[src/rtl/dma_init_seq.sv]
module dma_init_seq #(
  parameter int NCH = 4,
  parameter int PW  = 32,
  parameter int CHW = $clog2(NCH)
) (
  input  logic            clk,
  input  logic            rst_n,
  input  logic            wr_en,
  input  logic [CHW+3:0]  addr,
  input  logic [PW-1:0]   wdata,
  output logic [PW-1:0]   rdata,
  output logic [NCH-1:0]  rx_start,
  output logic [NCH-1:0]  tx_start
);
  localparam int SW = CHW + 1;
  localparam logic [SW-1:0] LAST = SW'(2*NCH-1);

  logic busy, run_all, pend, pend_all, cmd_all;
  logic [SW-1:0] idx;
  logic [NCH-1:0] rx_init, tx_init;
  logic [NCH-1:0][PW-1:0] rx_base, tx_base, rx_ptr, tx_ptr;

  wire            ch_sel   = addr[CHW+3];
  wire [CHW-1:0]  ch       = addr[CHW+2:3];
  wire [2:0]      reg_sel  = addr[2:0];
  wire            glb_wr   = wr_en && !ch_sel && reg_sel == 3'd0 && ch == '0;
  wire            req      = glb_wr && wdata[0];
  wire [CHW-1:0]  cur_ch   = idx[SW-1:1];
  wire            cur_tx   = idx[0];
  wire            cur_hit  = busy && (run_all || (cur_tx ? tx_init[cur_ch] : rx_init[cur_ch]));
  wire            scan_end = busy && idx == LAST;

  always_ff @(posedge clk) begin
    if (!rst_n) begin
      busy     <= 1'b0;
      run_all  <= 1'b0;
      pend     <= 1'b0;
      pend_all <= 1'b0;
      cmd_all  <= 1'b0;
      idx      <= '0;
    end else begin
      if (glb_wr) cmd_all <= wdata[1];
      if (busy) begin
        idx <= scan_end ? '0 : idx + 1'b1;
        if (scan_end) begin
          if (pend) begin
            run_all <= pend_all;
            pend    <= 1'b0;
          end else begin
            busy <= 1'b0;
          end
        end
      end
      if (req) begin
        if (!busy || (scan_end && !pend)) begin
          busy    <= 1'b1;
          idx     <= '0;
          run_all <= wdata[1];
        end else begin
          pend     <= 1'b1;
          pend_all <= wdata[1];
        end
      end
    end
  end

  for (genvar c = 0; c < NCH; c++) begin : g_ch
    wire rx_hit = cur_hit && !cur_tx && cur_ch == CHW'(c);
    wire tx_hit = cur_hit &&  cur_tx && cur_ch == CHW'(c);
    wire ch_wr  = wr_en && ch_sel && ch == CHW'(c);

    always_ff @(posedge clk) begin
      if (!rst_n) begin
        rx_start[c] <= 1'b0;
        tx_start[c] <= 1'b0;
        rx_init[c]  <= 1'b0;
        tx_init[c]  <= 1'b0;
        rx_base[c]  <= '0;
        tx_base[c]  <= '0;
        rx_ptr[c]   <= '0;
        tx_ptr[c]   <= '0;
      end else begin
        rx_start[c] <= rx_hit;
        tx_start[c] <= tx_hit;
        if (rx_hit) begin
          rx_ptr[c]  <= rx_base[c];
          rx_init[c] <= 1'b0;
        end
        if (tx_hit) begin
          tx_ptr[c]  <= tx_base[c];
          tx_init[c] <= 1'b0;
        end
        if (ch_wr && reg_sel == 3'd0) begin
          rx_init[c] <= wdata[0];
          tx_init[c] <= wdata[1];
        end
        if (ch_wr && reg_sel == 3'd1) rx_base[c] <= wdata;
        if (ch_wr && reg_sel == 3'd2) tx_base[c] <= wdata;
      end
    end
  end

  always_comb begin
    rdata = '0;
    if (!ch_sel) begin
      if (reg_sel == 3'd0 && ch == '0) rdata[1:0] = {cmd_all, busy};
    end else begin
      case (reg_sel)
        3'd0:    rdata[1:0] = {tx_init[ch], rx_init[ch]};
        3'd1:    rdata = rx_base[ch];
        3'd2:    rdata = tx_base[ch];
        3'd3:    rdata = rx_ptr[ch];
        3'd4:    rdata = tx_ptr[ch];
        default: rdata = '0;
      endcase
    end
  end
endmodule

[config.mk]
export PLATFORM = sky130hd
export DESIGN_NAME = dma_init_seq
export DESIGN_NICKNAME = d
export VERILOG_FILES = /design/src/rtl/dma_init_seq.sv
export SDC_FILE = /design/constraint.sdc
export NUM_CORES = 1
export LEC_CHECK = 0
export ABC_AREA = 1
export BUFFER_PORTS_ARGS = -buffer_cell sky130_fd_sc_hd__buf_2
export CAP_MARGIN = 10
export CORE_MARGIN = 8
export CORE_UTILIZATION = 40
export CTS_BUF_LIST = sky130_fd_sc_hd__clkbuf_16
export DETAILED_ROUTE_END_ITERATION = 12
export GPL_ROUTABILITY_DRIVEN = 0
export REMOVE_ABC_BUFFERS = 1
export SLEW_MARGIN = 10
export SYNTH_ARGS = -nofsm -noshare
export SYNTH_HDL_FRONTEND = slang
export SYNTH_SLANG_ARGS = --single-unit
[constraint.sdc]
create_clock -name clk -period 2.14 [get_ports clk]
set_input_delay 0.214 -clock clk [delete_from_list [all_inputs] [get_ports clk]]
set_output_delay 0.214 -clock clk [all_outputs]
set_load 0.05 [all_outputs]
==> summary.md <==
| Metric | Value |
|---|---|
| Status | finished clean |
| Top Family by Delay on Critical Path | compound AO/OA/AOI/OAI gates |
| Yosys cell types | 24 |
| Root Buffer Master | clkbuf_16 |
| Register-to-Register Setup Slack | 210 ps |
| Count leader, synth | nor2_1 |
| Clk_skew | roughly 26 ps |
| Layout cells sized above 1 | 8.78% |
| Post-synthesis async set-or-reset flop share | 0% |
| Pwr/cell area | between 700 and 800 mW/mm2 |
| Number of nets with antenna violations after routing | 0 |
| Post-route cell area | approximately 0.028 mm2 |
| Crit Path Class | reg2out |
| Pre-antenna DRT Iters | 5 |
| Gate Count Post-Synth | 3588 |
| Antenna diodes | 0 |
| DRC violation count after routing | 0 |
| Post-synthesis sequential area ratio | 45.3% |
| Pre-CTS setup slack | 35.7 ps |
| Num CTS Buffers | a little under 60 |
| Post-layout min period | 2050 ps |
| Sw frac | 24.3% |
| Final Hold Viols | 0 |
| Crit Path Max Fanout | 2 |
| Worst R2R Start | idx[1] |
| Global route overflow | 0 |
| Met1 Track Usage GR | between 20% and 30% |
| CP required | between 1500 and 2000 ps |
| CP max stage cell | dfxtp_1 |
| HP Class | in2reg |
| Die Span X | 259 um |
| Primary FF master, synth | dfxtp_1 |
| Placed Area | roughly 0.026 mm2 |
| Detailed placement HPWL | 46.0 mm |
| Pin count of the biggest net entering global routing | about 110 |
| Max rail drop VDD | 0.000664 V |
| RSZ-0062 raised after global routing | true |
| TritonCTS Sinks | 536 |
| Int Power | 15.7 mW |
| H-tree levels | 2 |
| Clk_lat worst skew | 640 ps |
| Worst-case reg-to-reg path depth | 10 |
| Slew Viols, Final | 0 |
| Buffers on Ports | 80 |
| Cells along the critical path | inv_1 > o22ai_1 > o21ai_0 > nand2_1 > nor2_1 > nor2_1 > buf_4 |
| Post-synth top cells | 841 x nor2_1, 794 x nand2_1, 536 x dfxtp_1, 400 x inv_1, 327 x o21ai_0 |
| Starting Density | 40.3% |
| # rows | 89 |
| Critical Path Source | tx_ptr[36] |
| Leak | 13.5 nW |
| CP Capture Point | rdata[4] |
| Ports | 81 |
| Maximum clock rate | 0.488 GHz |
| First-pass GRT wire length | around 120 mm |
| Max_slew headroom | 68.4% |
| Endpoints failing setup | 0 |
| GRT Util Overall | 21.2% |
| Clock Pin Slew Worst Setup and Hold Paths | 60 ps |
| Vias/cell | 4.96 |
| Post-CTS setup buffers | 0 |
| Core area | about 0.059 mm2 |
| Die height | about 260 um |
| TritonCTS clock tree | done |
| Initial DRC count | 1818 |
| Longest Clk Path Bufs | 3 |
| Stages on worst setup path | 7 |
| TNS Setup | 0 ps |
| WL/cell | approximately 16 um |
| FF/Latch Area | 0.0107 mm2 |
| Synth top area share | 45.3% |
| Final Power | 20.7 mW |
| Fill cell count | roughly 6000 |
| Period utilization | between 90% and 100% |
| Syn avg cell area | approximately 6.6 um2 |
| Comb pwr share | under 10% |
| Routed WL | 73.3 mm |
| Yosys top cell by area | dfxtp_1 |
| Grt peak-use layer | met2 |
| Routed vias | 22200 |
| RR Endpoint | rx_ptr[79] |
| Critical Path Max Stage Delay | 310 ps |
| Setup crit start kind | flop |
| Post-layout net count | ~3700 |
| Flop pwr share | 48.5% |
| Count of buffer and inverter cells on the critical path | 2 |
| GRT met2 Usage | 34.4% |
| Largest cells by area after synthesis | dfxtp_1 45%, nor2_1 13%, nand2_1 13% |
| Yosys warns | 0 |
| Synthesized area | 0.0237 mm2 |
| PnR worst setup slack | 89.8 ps |
| M3 GR Usage | between 3 and 4% |
| Antenna violations before repair | 1 |
| Data arrival, critical path | around 1800 ps |
| Most common cell on crit path | nor2_1 |
| Die Area | 0.0673 mm2 |
| Area Growth Syn to Fin | 17.6% |
| CP Capture Type | primary output |
| Worst Tran Pin Value | 472 ps |
| Clock share of power | 46.7% |
| Post-synthesis register bit count | 536 |
| Area of the multi-input gates | 0.0105 mm2 |
| Sw Pwr | ~5 mW |
| EDFF count, synth | 0 |
| Max-cap viol count | 0 |
| Vias in the first global route | 20800 |
==> timing repair <==
item / in CTS / in global routing
setup endpoints to repair: 8 / 32
resized for setup: 9 / 45
hold buffers: 33 / 0
endpoints found under the hold margin: 250 / 0
pin swaps: 0 / 2
==> worst min-delay path by stage <==
| stage | from | end | slack (ps) | cells after the start |
|---|---|---|---|---|
| detailed placement | rx_base[111] | rx_base[111] | 460 | 2 |
| global placement | rx_base[112] | rx_base[112] | 450 | 2 |
| CTS | wr_en | busy | 70 | 5 |
| finish | wr_en | busy | 90 | 5 |
| global route | wr_en | busy | 110 | 5 |
| floorplan | rst_n | rx_ptr[1] | 330 | 2 |
==> area by class of cell <==
class | count | share of cell area [%]
sequential | 536 | 38.5
tap | 773 | 3.47
inverter | 414 | 5.61
multi-input combinational | 2406 | 37.8
clock buffer | 59 | 5.30
clock inverter | 51 | 1.23
timing repair buffer | 226 | 8.01
==> power groups by stage <==
stage / registers [mW] / logic [mW] / clock network, mW
2_1_floorplan: 10.3 / 0.293 / 0
3_3_place_gp: 10.3 / 0.926 / 0
3_5_place_dp: 10.3 / 0.932 / 0
4_1_cts: 10.0 / 0.980 / 9.84
5_1_grt: 10.0 / 1.06 / 10.3
6_report: 10.0 / 0.993 / 9.66
==> kinds of logic after synthesis <==
group	count (synthesis)	share of synthesized area [%]
and+or+nand+nor	1695	27.6
DFF	536	45.3
buffers and inverters	646	11.0
adders and majority gates	2	0.106
AOI/OAI and AO/OA	709	16.0
==> worst min-delay path, stage by stage <==
cell     delay, ps
buf_2          120
inv_1           50
nor3_1          60
nand2_1        150
a21oi_1         80
==> metal layers <==
metal,vias up,share of wire [%],wire length (um)
met5,-,0,0
met4,0,2.9,2110
met2,522,45,33200
li1,11300,-,-
met1,10200,47,34400
met3,135,4.9,3600
==> state kept, by name, indices dropped and copies added, names as in the netlist, 3 cells and up <==
| name | flops |
|---|---|
| tx_init | 4 |
| rx_start | 4 |
| tx_start | 4 |
| tx_ptr | 128 |
| rx_ptr | 128 |
| rx_base | 128 |
| idx | 3 |
| rx_init | 4 |
| tx_base | 128 |
==> stage by stage <==
step	cells	util, %	hold WS [ps]
after floorplan	3356	-	334
after global placement	4322	43.5	455
after detailed placement	4322	43.5	459
after CTS	4465	47.2	69.7
after global routing	4465	47.4	113
final	4465	47.4	91.2
==> placed cells by master, fill, tap and decap left out, drive strengths merged, types with 10 or more instances in the layout <==
cell and count:
o22ai 186, clkinv 33, buf 188, dlygate4sd3 33, inv 427, nand3 10, clkbuf 64, nor2 847
a21oi 157, dfxtp 536, nand4 37, o21ai 362, nand2 795
No activity file was read; power rests on OpenSTA's default activity.
